[src/rtl/ea_seq_pkg.sv]
package ea_seq_pkg;
    localparam logic [3:0] AM_ABS   = 4'd0;
    localparam logic [3:0] AM_ABS_X = 4'd1;
    localparam logic [3:0] AM_ABS_Y = 4'd2;
    localparam logic [3:0] AM_ZP    = 4'd3;
    localparam logic [3:0] AM_ZP_X  = 4'd4;
    localparam logic [3:0] AM_ZP_Y  = 4'd5;
    localparam logic [3:0] AM_IND_X = 4'd6;
    localparam logic [3:0] AM_IND_Y = 4'd7;
    localparam logic [3:0] AM_IND   = 4'd8;

    typedef enum logic [2:0] {
        S_IDLE,
        S_PTR_LO,
        S_PTR_HI,
        S_PTR_END,
        S_PENALTY,
        S_FINISH
    } seq_state_e;
endpackage

[src/rtl/ea_index_add.sv]
module ea_index_add #(
    parameter int DW = 8
) (
    input  logic [2*DW-1:0] base,
    input  logic [DW-1:0]   idx,
    input  logic            zp_wrap,
    output logic [2*DW-1:0] sum,
    output logic            carry
);
    logic [DW:0] lo_sum;

    assign lo_sum = {1'b0, base[DW-1:0]} + {1'b0, idx};

    always_comb begin
        if (zp_wrap) begin
            // page-zero arithmetic: carry discarded, high byte forced to zero
            sum   = {{DW{1'b0}}, lo_sum[DW-1:0]};
            carry = 1'b0;
        end else begin
            sum   = {base[2*DW-1:DW] + {{(DW-1){1'b0}}, lo_sum[DW]}, lo_sum[DW-1:0]};
            carry = lo_sum[DW];
        end
    end
endmodule

[src/rtl/ea_penalty_rule.sv]
module ea_penalty_rule (
    input  logic [3:0] mode,
    input  logic       is_write,
    input  logic       carry,
    output logic       take
);
    import ea_seq_pkg::*;

    logic indexed;

    always_comb begin
        indexed = (mode == AM_ABS_X) || (mode == AM_ABS_Y) || (mode == AM_IND_Y);
        take    = indexed && (carry || is_write);
    end
endmodule

[src/rtl/ea_sequencer.sv]
module ea_sequencer #(
    parameter int DW = 8
) (
    input  logic              clk,
    input  logic              rst_n,
    input  logic              start,
    input  logic [3:0]        mode,
    input  logic              is_write,
    input  logic [DW-1:0]     op_lo,
    input  logic [DW-1:0]     op_hi,
    input  logic [DW-1:0]     idx_x,
    input  logic [DW-1:0]     idx_y,
    output logic              mem_rd,
    output logic [2*DW-1:0]   mem_addr,
    input  logic [DW-1:0]     mem_rdata,
    output logic              done,
    output logic [2*DW-1:0]   ea,
    output logic              page_cross,
    output logic              penalty
);
    import ea_seq_pkg::*;

    localparam int AW = 2 * DW;

    seq_state_e state, state_nx;

    logic [3:0]    mode_n, mode_q, mode_sel;
    logic          wr_q, wr_sel;
    logic [DW-1:0] y_q, lo_q;
    logic [AW-1:0] base_q, ptr_q, ea_q;
    logic          cross_q, pen_q;

    logic [DW-1:0] idx_s, idx_p;
    logic          zp_s;
    logic [AW-1:0] sum_s, sum_p;
    logic          carry_s, carry_p, carry_sel, pen_take;
    logic          ptr_mode;

    // undefined codes fall back to absolute
    assign mode_n = (mode > AM_IND) ? AM_ABS : mode;

    always_comb begin
        unique case (mode_n)
            AM_ABS_X, AM_ZP_X, AM_IND_X: idx_s = idx_x;
            AM_ABS_Y, AM_ZP_Y:           idx_s = idx_y;
            default:                     idx_s = '0;
        endcase
        zp_s     = (mode_n == AM_ZP) || (mode_n == AM_ZP_X) ||
                   (mode_n == AM_ZP_Y) || (mode_n == AM_IND_X);
        ptr_mode = (mode_n == AM_IND_X) || (mode_n == AM_IND_Y) || (mode_n == AM_IND);
        idx_p    = (mode_q == AM_IND_Y) ? y_q : '0;
    end

    ea_index_add #(.DW(DW)) u_add_start (
        .base    ({op_hi, op_lo}),
        .idx     (idx_s),
        .zp_wrap (zp_s),
        .sum     (sum_s),
        .carry   (carry_s)
    );

    ea_index_add #(.DW(DW)) u_add_ptr (
        .base    ({mem_rdata, lo_q}),
        .idx     (idx_p),
        .zp_wrap (1'b0),
        .sum     (sum_p),
        .carry   (carry_p)
    );

    always_comb begin
        if (state == S_IDLE) begin
            mode_sel  = mode_n;
            wr_sel    = is_write;
            carry_sel = carry_s;
        end else begin
            mode_sel  = mode_q;
            wr_sel    = wr_q;
            carry_sel = carry_p;
        end
    end

    ea_penalty_rule u_pen (
        .mode     (mode_sel),
        .is_write (wr_sel),
        .carry    (carry_sel),
        .take     (pen_take)
    );

    // state register
    always_ff @(posedge clk) begin
        if (!rst_n) state <= S_IDLE;
        else        state <= state_nx;
    end

    // transitions
    always_comb begin
        state_nx = state;
        unique case (state)
            S_IDLE: begin
                if (start) begin
                    if (ptr_mode)      state_nx = S_PTR_LO;
                    else if (pen_take) state_nx = S_PENALTY;
                    else               state_nx = S_FINISH;
                end
            end
            S_PTR_LO:  state_nx = S_PTR_HI;
            S_PTR_HI:  state_nx = S_PTR_END;
            S_PTR_END: state_nx = pen_take ? S_PENALTY : S_FINISH;
            S_PENALTY: state_nx = S_FINISH;
            S_FINISH:  state_nx = S_IDLE;
            default:   state_nx = S_IDLE;
        endcase
    end

    // datapath registers
    always_ff @(posedge clk) begin
        if (!rst_n) begin
            mode_q  <= AM_ABS;
            wr_q    <= 1'b0;
            y_q     <= '0;
            lo_q    <= '0;
            base_q  <= '0;
            ptr_q   <= '0;
            ea_q    <= '0;
            cross_q <= 1'b0;
            pen_q   <= 1'b0;
        end else begin
            if (state == S_IDLE && start) begin
                mode_q  <= mode_n;
                wr_q    <= is_write;
                y_q     <= idx_y;
                base_q  <= {op_hi, op_lo};
                ea_q    <= sum_s;
                cross_q <= carry_s;
                pen_q   <= pen_take;
                if (mode_n == AM_IND_X)      ptr_q <= sum_s;
                else if (mode_n == AM_IND_Y) ptr_q <= {{DW{1'b0}}, op_lo};
                else                         ptr_q <= {op_hi, op_lo};
            end
            if (state == S_PTR_HI) lo_q <= mem_rdata;
            if (state == S_PTR_END) begin
                ea_q    <= sum_p;
                cross_q <= carry_p;
                pen_q   <= pen_take;
            end
        end
    end

    // outputs
    always_comb begin
        mem_rd     = 1'b0;
        mem_addr   = '0;
        done       = 1'b0;
        ea         = '0;
        page_cross = 1'b0;
        penalty    = 1'b0;
        unique case (state)
            S_IDLE, S_PTR_END: ;
            S_PTR_LO: begin
                mem_rd   = 1'b1;
                mem_addr = ptr_q;
            end
            S_PTR_HI: begin
                // the page byte is never incremented
                mem_rd   = 1'b1;
                mem_addr = {ptr_q[AW-1:DW], ptr_q[DW-1:0] + {{(DW-1){1'b0}}, 1'b1}};
            end
            S_PENALTY: begin
                mem_rd   = (mode_q == AM_ABS_X) || (mode_q == AM_ABS_Y);
                mem_addr = base_q;
            end
            S_FINISH: begin
                done       = 1'b1;
                ea         = ea_q;
                page_cross = cross_q;
                penalty    = pen_q;
            end
            default: ;
        endcase
    end


    idle_quiet_chk: assert property (@(posedge clk) disable iff (!rst_n)
        (state == S_IDLE) |-> (!mem_rd && !done));


    zp_page_chk: assert property (@(posedge clk) disable iff (!rst_n)
        (done && (mode_q == AM_ZP || mode_q == AM_ZP_X || mode_q == AM_ZP_Y))
        |-> (ea[AW-1:DW] == '0));


    ptr_zp_chk: assert property (@(posedge clk) disable iff (!rst_n)
        (mem_rd && state != S_PENALTY && (mode_q == AM_IND_X || mode_q == AM_IND_Y))
        |-> (mem_addr[AW-1:DW] == '0));


    ind_page_chk: assert property (@(posedge clk) disable iff (!rst_n)
        (state == S_PTR_HI) |-> (mem_addr[AW-1:DW] == $past(mem_addr[AW-1:DW])));


    done_pulse_chk: assert property (@(posedge clk) disable iff (!rst_n)
        done |=> !done);


    penalty_cause_chk: assert property (@(posedge clk) disable iff (!rst_n)
        (done && penalty) |-> (page_cross || wr_q));


    busy_hold_chk: assert property (@(posedge clk) disable iff (!rst_n)
        (state != S_IDLE && start) |=> $stable(base_q));
endmodule

[config.mk]
export PLATFORM = sky130hd
export DESIGN_NAME = ea_sequencer
export DESIGN_NICKNAME = d
export VERILOG_FILES = /design/src/rtl/ea_seq_pkg.sv /design/src/rtl/ea_index_add.sv /design/src/rtl/ea_penalty_rule.sv /design/src/rtl/ea_sequencer.sv
export SDC_FILE = /design/constraint.sdc
export NUM_CORES = 1
export LEC_CHECK = 0
export ABC_AREA = 1
export BUFFER_PORTS_ARGS = -buffer_cell sky130_fd_sc_hd__buf_2
export CAP_MARGIN = 5
export CORE_AREA = 3 3 100 102
export DETAILED_ROUTE_END_ITERATION = 7
export DIE_AREA = 0 0 103 105
export HOLD_SLACK_MARGIN = 0.05
export MAX_ROUTING_LAYER = met4
export PLACE_DENSITY_LB_ADDON = 0.1
export SLEW_MARGIN = 10
export SYNTH_ARGS = -nofsm -noshare
export SYNTH_HDL_FRONTEND = slang
export SYNTH_SLANG_ARGS = --single-unit
[constraint.sdc]
create_clock -name clk -period 3.13 [get_ports clk]
set_input_delay 0.1565 -clock clk [delete_from_list [all_inputs] [get_ports clk]]
set_output_delay 0.1565 -clock clk [all_outputs]
set_load 0.005 [all_outputs]
==> results.yml, run 1 <==
sta:
  max_freq_mhz: 331
  rsz0062_at_grt: "true"
  worst_hold_slack_ns: 0.0828
  fin_crit_sh_pct: 96.5
  setup_viol: 0
  drv_slew: 0
  finalHoldViolCount: 0
  max_slew.worst_pin.slew_ns: 0.665
  setup_tns_ns: 0
  fin_skew_ns: 0.0112
  fin_crit_ns: 3.02
  slew_headroom_pct: 55.4
setup_path:
  reg2reg_depth: 19
  cp-start-kind: "flop"
  crit_chain: "nand2_2 -> nor3_2 -> inv_2 -> nor2_2 -> ha_2 -> inv_2 -> fa_2 -> nand3b_1 -> nand2_2 -> nand4_1 -> nand2_2 -> ha_4 -> ha_1 -> inv_1 -> nor3_2 -> nand3_1 -> xnor2_1 -> nand2_1 -> a31oi_1"
  crit_start: "mode_q[0]$_SDFFE_PN0P_"
  path_max_fanout: 3
  cpMaxStageDelayCell: "dfxtp_2"
  critPathArrivalTime_ns: 3.29
  slowest_delay_ns: 0.35
  critPathBufInv: 3
  worstSetupPathDepth: 19
  path_common_cell: "nand2_2"
  end_kind: "flop"
  reg2reg_from: "mode_q[0]$_SDFFE_PN0P_"
  cp_top_family: "simple AND/OR/NAND/NOR gates"
  worst_ep_required_time_ns: 3.40
  path_class: "reg -> reg"
logic_synthesis:
  yosysWarnings: 0
  synth_edf_count: 0
  avgSynthCellArea_sq_um: 6.73
  synth_area_leaders: "dfxtp_1 (32%), nand2_1 (9.7%), inv_1 (8.2%)"
  synth_top_area_share_pct: 31.8
  synth_fp_nets: 764
  synthTopCellsByCount: "nand2_1 (121), inv_1 (102), dfxtp_1 (74), nor2_1 (74), o21ai_0 (67)"
  yosysTopAreaCell: "dfxtp_1"
  synth_most_common_cell: "nand2_1"
  netlist_instances: 693
  synth_seq_cells: 74
  synth_top_flop_cell: "dfxtp_1"
  ys_types: 40
  syn_area_sq_um: 4660
  synthArstFlopShare_pct: 0
  ys_seq_area_share_pct: 31.8
routing:
  drc: 0
  m1WireLength_um: 6020
  vias: 4848
  wl_per_cell_um: 14.6
  drt-total-wl_um: 13200
  routed.top_layer: "met4"
  via_per_inst: 5.36
  drt_iter0_drc: 324
  route.met3.wl_um: 724
  drt-pass1-iter-count: 5
  met2RoutedLength_um: 6160
  drt.antenna.violating_nets: 0
power:
  p_leak_nw: 2.59
  peakVddDrop_mv: 0.360
  finalPower_w: 0.00353
  power_density_nw_per_um2: 637
clock_network:
  htree_levels: 3
  cts_tree: "done"
  cts-root-buf: "clkbuf_8"
  cts_made_buffers: 9
  clkLatencyLatePin_ns: 0.36
  path_clk_slew_ns: 0.09
  clkSinkCount: 74
  cts_buffer_depth: 2
global_route:
  grt_pass1_wl_um: 21000
  grt_pass1_vias: 4328
  grt_overflow_total: 0
  antenna_found_initial: 0
  grt_max_degree: 55
  grt_usage_pct: 25.1
die:
  die_h_um: 105
  num_io_pins: 84
  die_width_um: 103
  fp-row-count: 35
  dieArea_sq_um: 10800
  core-area_sq_um: 9200
  floorplan.initialDensity_pct: 50.7
cells_and_area:
  drive_gt1_share_pct: 22.6
  fin_nets: 859
  final.fill_count: 898
  area_growth_pct: 19.0
  antenna_cells: 0
  fin_util_pct: 60.3
min_path:
  holdPathStages: 3
  hp-class: "in -> reg"
  min_from: "is_write"
run_status:
  status: "finished clean"
place:
  place_congestion: 0.894
  io_buffers: 83
  dpl.hpwl_um: 9890
job:
  maxCapViolations: 0
-- cells by family (layout without fill, tap and decap cells) --
| kind of cell | after synthesis | in the layout | synth area share [%] |
|---|---|---|---|
| AOI/OAI and AO/OA | 180 | 180 | 22.0 |
| adders and majority gates | 23 | 23 | 6.50 |
| buffers and inverters | 140 | 240 | 12.5 |
| and+or+nand+nor | 268 | 268 | 25.7 |
| xor gates and xnor gates | 8 | 8 | 1.50 |
| DFF | 74 | 74 | 31.8 |
-- stage by stage --
stage | std cells | cell area, sq um | setup slack, ns
floorplan | 693 | 4660 | 0.201
CTS | 898 | 5450 | 0.0109
global placement | 873 | 5150 | -0.135
global route | 904 | 5550 | -0.0897
detailed placement | 873 | 5150 | -0.134
finish | 904 | 5550 | 0.110
-- worst min-delay path, delay by kind of cell --
kind,cells,cell delay [ns]
AOI/OAI and AO/OA,1,0.05
buffers and inverters,1,0.12
and+or+nand+nor,1,0.06
-- layout make-up --
type	instances	area, sq um	area share [%]
multi-input cells	479	2670	48.2
flip-flops and latches	74	1490	26.8
repair buffers	109	611	11.0
inverters	115	439	7.92
well taps	111	139	2.50
clock buffers	9	124	2.23
clock inverters	7	77.6	1.40
-- placed cells by master (no fill, tap or decap), types with 3 or more instances in the layout --
cell type,netlist,layout
nand2_1,121,117
inv_1,102,100
buf_2,10,83
nor2_1,74,71
dfxtp_1,74,71
o21ai_0,67,66
a21oi_1,63,60
nand3_1,41,38
buf_4,2,26
ha_1,21,19
inv_2,9,11
o21ai_1,10,11
a31oi_1,11,11
o211ai_1,9,9
clkbuf_8,0,9
o221ai_1,8,8
nand2_2,3,7
nor3_1,8,6
nand4_1,6,6
nor2_2,3,5
o21bai_1,5,5
xor2_1,5,5
nor3_2,1,3
nor2_4,2,3
a21oi_2,0,3
inv_4,3,3
xnor2_1,3,3
nand3_2,0,3
a221oi_2,3,3
dfxtp_2,0,3
-- flip-flops by register name, indices dropped and copies added, names as in the netlist, 3 cells and up --
name	count
base_q	16
y_q	8
lo_q	8
ea_q	16
ptr_q	16
mode_q	4
state	3
-- where the power goes --
| group | internal [W] | switching, W |
|---|---|---|
| Sequential | 0.00121 | 0.000146 |
| Clock | 0.000377 | 0.000391 |
| Combinational | 0.000477 | 0.000933 |
| Total | 0.00206 | 0.00147 |
-- worst paths after layout --
| path | to | slack (ns) |
|---|---|---|
| worst max-delay path | ea_q[14]$_SDFFE_PN0P_ | 0.11 |
| worst min-delay path | wr_q$_SDFFE_PN0P_ | 0.08 |
| worst max register to register | ea_q[14]$_SDFFE_PN0P_ | 0.11 |
| worst min register to register | base_q[12]$_SDFFE_PN0P_ | 0.45 |
-- timing repair --
| item | in CTS | in global routing |
|---|---|---|
| setup endpoints to repair | 3 | 6 |
| buffers inserted | 9 | 7 |
| resized for setup | 11 | 15 |
| hold buffers | 0 | 0 |
| pin swaps | 3 | 10 |
-- routing by layer --
layer,GRT usage (%),vias up
met5,-,-
met4,8.79,0
met3,3.00,19
met2,38.3,169
met1,34.3,2189
li1,-,2471
No activity file was read; power rests on OpenSTA's default activity.
==> run 2, diff against run 1 <==
--- a/config.mk
+++ b/config.mk
@@ -8,9 +8,11 @@
 export ABC_AREA = 1
 export BUFFER_PORTS_ARGS = -buffer_cell sky130_fd_sc_hd__buf_2
 export CAP_MARGIN = 5
-export CORE_AREA = 3 3 100 102
+export CELL_PAD_IN_SITES_DETAIL_PLACEMENT = 1
+export CELL_PAD_IN_SITES_GLOBAL_PLACEMENT = 1
+export CORE_AREA = 3 3 118 120
 export DETAILED_ROUTE_END_ITERATION = 7
-export DIE_AREA = 0 0 103 105
+export DIE_AREA = 0 0 121 123
 export HOLD_SLACK_MARGIN = 0.05
 export MAX_ROUTING_LAYER = met4
 export PLACE_DENSITY_LB_ADDON = 0.1
@@ -18,3 +20,4 @@
 export SYNTH_ARGS = -nofsm -noshare
 export SYNTH_HDL_FRONTEND = slang
 export SYNTH_SLANG_ARGS = --single-unit
+export TNS_END_PERCENT = 1
==> results.yml, run 2 (synthesized netlist as in run 1, its figures left out) <==
routing:
  drt.antenna.violating_nets: 0
  drt-total-wl_um: 16800
  drc: 0
  drt_iter0_drc: 242
  vias: 4975
  drt-pass1-iter-count: 4
  via_per_inst: 5.05
  wl_per_cell_um: 17.0
sta:
  fin_crit_sh_pct: 98.9
  drv_slew: 0
  setup_viol: 0
  worst_hold_slack_ns: 0.112
  slew_headroom_pct: 51.4
  finalHoldViolCount: 0
  setup_tns_ns: 0
  rsz0062_at_grt: "true"
  fin_skew_ns: 0.00528
  max_freq_mhz: 323
  fin_crit_ns: 3.10
  max_slew.worst_pin.slew_ns: 0.724
cells_and_area:
  antenna_cells: 0
  final_cell_mix: "nand2_1 (116), inv_1 (99), buf_2 (83), dfxtp_1 (71), nor2_1 (69)"
  fin_nets: 875
  top_regs: "base_q x16, ea_q x16, ptr_q x16"
  fin_area_sq_um: 5880
  area_growth_pct: 26.1
  layout_commonest_cell: "nand2_1"
  fin_util_pct: 44.9
  final.fill_count: 1752
  drive_gt1_share_pct: 24.5
power:
  power_density_nw_per_um2: 653
  peakVddDrop_mv: 0.265
  p_leak_nw: 2.71
die:
  floorplan.initialDensity_pct: 35.6
  die_width_um: 121
  fp-row-count: 42
  die_h_um: 123
  core-area_sq_um: 13100
  num_io_pins: 84
  dieArea_sq_um: 14900
place:
  dpl.hpwl_um: 12200
  place_congestion: 0.859
  place_area_sq_um: 5290
  io_buffers: 83
clock_network:
  hold_buffers: 0
  path_clk_slew_ns: 0.06
  htree_levels: 3
  clkLatencyLatePin_ns: 0.35
  cts-root-buf: "clkbuf_16"
  cts_buffer_depth: 2
  cts_tree: "done"
  cts_made_buffers: 9
  clkSinkCount: 74
global_route:
  grt_pass1_vias: 4955
  use_met2_pct: 38.0
  grt.busiest_layer: "met2"
  antenna_found_initial: 0
  grt_usage_pct: 23.0
  use_met1_pct: 28.5
  grt_overflow_total: 0
  gr-usage-met3_pct: 4.53
  grt_pass1_wl_um: 25900
  grt_max_degree: 55
setup_path:
  reg2reg_depth: 23
  worst_ep_required_time_ns: 3.43
  cp-start-kind: "flop"
  critPathArrivalTime_ns: 3.40
  path_max_fanout: 6
  path_class: "reg -> reg"
  end_kind: "flop"
job:
  maxCapViolations: 0
run_status:
  status: "finished clean"
min_path:
  hp-class: "in -> reg"
  holdPathStages: 3
run 2: cell types whose count changed in the layout (fill, tap and decap cells not counted), sizes merged:
cell    before  now
buf        109  125
bufinv       1    0
clkbuf       9   13
clkinv       5    4
inv        116  114
run 2: final timing paths:
check / startpoint / to / slack [ns]
worst max-delay path: mode_q[0]$_SDFFE_PN0P_ / ea_q[6]$_SDFFE_PN0P_ / 0.03
worst min-delay path: op_hi[0] / ptr_q[8]$_SDFFE_PN0P_ / 0.11
worst max register to register: mode_q[0]$_SDFFE_PN0P_ / ea_q[6]$_SDFFE_PN0P_ / 0.03
worst min register to register: base_q[8]$_SDFFE_PN0P_ / base_q[8]$_SDFFE_PN0P_ / 0.45
run 2: area by class of cell:
cell class / instances / area, sq um / share of cell area [%]
Timing Repair Buffer: 125 / 731 / 12.4
Clock buffer: 13 / 250 / 4.26
Tap cell: 176 / 220 / 3.75
Multi-Input combinational cell: 479 / 2740 / 46.5
Clock inverter: 3 / 15.0 / 0.255
Sequential cell: 74 / 1490 / 25.3
Inverter: 115 / 442 / 7.51
run 2: worst max-delay path, stage by stage, from the launching register on:
cell and delay (ns):
dfxtp_2 0.34, nand2_2 0.07, nor3_2 0.18, inv_2 0.08, buf_4 0.18, nor2_4 0.12, ha_4 0.22, a21oi_2 0.17
nand2_1 0.10, buf_4 0.14, buf_4 0.12, buf_4 0.13, buf_4 0.12, buf_4 0.12, buf_4 0.12, buf_4 0.13
buf_4 0.13, nand2_2 0.07, o21bai_2 0.08, a21oi_1 0.14, o21ai_1 0.07, o211ai_1 0.08, nand2_1 0.07, inv_1 0.06
run 2: where the power goes:
part | internal, W | total [W] | leakage [nW] | switching [W]
Combinational | 0.000499 | 0.00150 | 1.97 | 0.00100
Clock | 0.000555 | 0.000963 | 0.133 | 0.000408
Sequential | 0.00121 | 0.00137 | 0.610 | 0.000157
Total | 0.00227 | 0.00384 | 2.71 | 0.00157
run 2: per-stage QoR:
stage / std cells / setup WS, ns / total power, W
2_1_floorplan: 693 / 0.201 / 0.00238
3_3_place_gp: 945 / -0.229 / 0.00276
5_1_grt: 985 / -0.164 / 0.00411
4_1_cts: 974 / 0.0235 / 0.00380
3_5_place_dp: 945 / -0.236 / 0.00282
6_report: 985 / 0.0332 / 0.00384
run 2: repair_timing:
item / in CTS / in global routing
buffers inserted: 13 / 12
pin swaps: 9 / 24
setup endpoints to repair: 3 / 5
gates resized for setup: 15 / 27
run 2: per-layer routing:
metal | routed length (um) | vias to the layer above | part of all wire, %
met5 | 0 | - | 0
met4 | 420 | 0 | 2.5
met3 | 771 | 27 | 4.6
met2 | 8060 | 104 | 48
met1 | 7540 | 2346 | 45
li1 | - | 2498 | -
==> run 3, diff against run 2 <==
--- a/config.mk
+++ b/config.mk
@@ -7,12 +7,12 @@
 export LEC_CHECK = 0
 export ABC_AREA = 1
 export BUFFER_PORTS_ARGS = -buffer_cell sky130_fd_sc_hd__buf_2
-export CAP_MARGIN = 5
+export CAP_MARGIN = 20
 export CELL_PAD_IN_SITES_DETAIL_PLACEMENT = 1
 export CELL_PAD_IN_SITES_GLOBAL_PLACEMENT = 1
-export CORE_AREA = 3 3 118 120
+export CORE_AREA = 2 2 96 145
 export DETAILED_ROUTE_END_ITERATION = 7
-export DIE_AREA = 0 0 121 123
+export DIE_AREA = 0 0 98 147
 export HOLD_SLACK_MARGIN = 0.05
 export MAX_ROUTING_LAYER = met4
 export PLACE_DENSITY_LB_ADDON = 0.1
==> results.yml, run 3 (synthesized netlist as in run 1, its figures left out) <==
global_route:
  grt_usage_pct: 24.3
  grt_pass1_wl_um: 27100
  grt_overflow_total: 0
  antenna_found_initial: 0
  grt_max_degree: 55
  grt_pass1_vias: 5278
cells_and_area:
  area_growth_pct: 27.1
  final_cell_mix: "nand2_1 (119), inv_1 (99), buf_2 (83), nor2_1 (72), dfxtp_1 (71)"
  fin_nets: 872
  antenna_cells: 0
  layout_commonest_cell: "nand2_1"
  drive_gt1_share_pct: 23.9
  fin_area_sq_um: 5930
  final_cells: 968
  top_regs: "base_q x16, ea_q x16, ptr_q x16"
routing:
  drt_iter0_drc: 135
  vias: 5044
  via_per_inst: 5.21
  drt-pass1-iter-count: 4
  drt-total-wl_um: 16800
  drc: 0
  wl_per_cell_um: 17.4
  drt.antenna.violating_nets: 0
power:
  finalPower_w: 0.00422
  peakVddDrop_mv: 0.415
  p_leak_nw: 2.76
  power_density_nw_per_um2: 712
clock_network:
  clkLatencyLatePin_ns: 0.35
  cts_made_buffers: 9
  hold_buffers: 0
  htree_levels: 3
  path_clk_slew_ns: 0.07
  cts_buffer_depth: 2
  clkSinkCount: 74
  cts_tree: "done"
  cts-root-buf: "clkbuf_16"
die:
  floorplan.initialDensity_pct: 35.3
  dieArea_sq_um: 14400
  core-area_sq_um: 13200
  fp-row-count: 52
  die_width_um: 98
  num_io_pins: 84
  die_h_um: 147
job:
  maxCapViolations: 0
setup_path:
  critPathArrivalTime_ns: 3.32
  end_kind: "flop"
  cp-start-kind: "flop"
  path_max_fanout: 3
  worst_ep_required_time_ns: 3.39
  path_class: "reg -> reg"
  crit_start: "mode_q[3]$_SDFFE_PN0P_"
  reg2reg_from: "mode_q[3]$_SDFFE_PN0P_"
sta:
  finalHoldViolCount: 0
  fin_crit_ns: 3.06
  fin_crit_sh_pct: 97.9
  rsz0062_at_grt: "true"
  worst_hold_slack_ns: 0.0952
  drv_slew: 0
  fin_skew_ns: 0.00847
  setup_tns_ns: 0
  max_slew.worst_pin.slew_ns: 0.699
  setup_viol: 0
  slew_headroom_pct: 53.1
  max_freq_mhz: 326
place:
  dpl.hpwl_um: 12700
  dp_cells: 936
  io_buffers: 83
  place_area_sq_um: 5310
  place_congestion: 0.981
run_status:
  status: "finished clean"
min_path:
  min_from: "is_write"
  hp-class: "in -> reg"
[run 3: changes by cell type in the layout (fill, tap and decap cells not counted), sizes merged]
cell / previous run / this run
buf: 125 / 122
bufinv: 0 / 4
clkbuf: 13 / 9
clkinv: 4 / 2
inv: 114 / 116
[run 3: critical path: stages, from the launching register on]
cell      delay (ns)
dfxtp_1         0.35
nor3_4          0.21
inv_2           0.08
nor2_4          0.11
ha_4            0.15
inv_2           0.04
fa_2            0.35
nand3b_1        0.16
nand2_1         0.09
nand4_1         0.16
nand2_2         0.16
ha_4            0.16
ha_1            0.17
inv_1           0.07
nor3_2          0.16
nand3_1         0.15
xnor2_2         0.18
nand2_1         0.09
a31oi_1         0.13
[run 3: power breakdown]
group	switching (W)	total (W)	internal (W)
sequential	0.000165	0.00138	0.00121
combinational	0.00101	0.00151	0.000503
clock	0.000456	0.00133	0.000870
[run 3: metrics by stage]
stage	util [%]	setup WS [ns]
floorplan	-	0.201
global placement	40.2	-0.390
detailed placement	40.2	-0.419
CTS	44.1	0.0237
global route	44.9	-0.108
finish	44.9	0.0658
[run 3: final timing paths]
kind,end,slack [ns],cells after the start
worst min register to register,base_q[10]$_SDFFE_PN0P_,0.45,2
worst max-delay path,ea_q[14]$_SDFFE_PN0P_,0.07,18
worst max register to register,ea_q[14]$_SDFFE_PN0P_,0.07,18
worst min-delay path,wr_q$_SDFFE_PN0P_,0.1,3
[run 3: cell type report]
class,instances,area (sq um)
Fill cell,1739,7280
Sequential cell,74,1490
Clock inverter,7,149
Tap cell,162,203
Multi-Input combinational cell,479,2720
Inverter,115,439
Timing Repair Buffer,122,708
Clock buffer,9,225
[run 3: per-layer routing]
layer / up-vias / track usage (%) / wire length [um]
met2: 102 / 43.8 / 9010
met3: 26 / 2.95 / 556
met4: 0 / 8.61 / 325
met1: 2414 / 27.4 / 6930
li1: 2502 / - / -
met5: - / - / 0
[run 3: timing repair]
item                                    CTS  global route
resized for setup                        17            16
pin swaps                                 7            16
setup buffers                            11             6
endpoints found under the setup margin    4             5
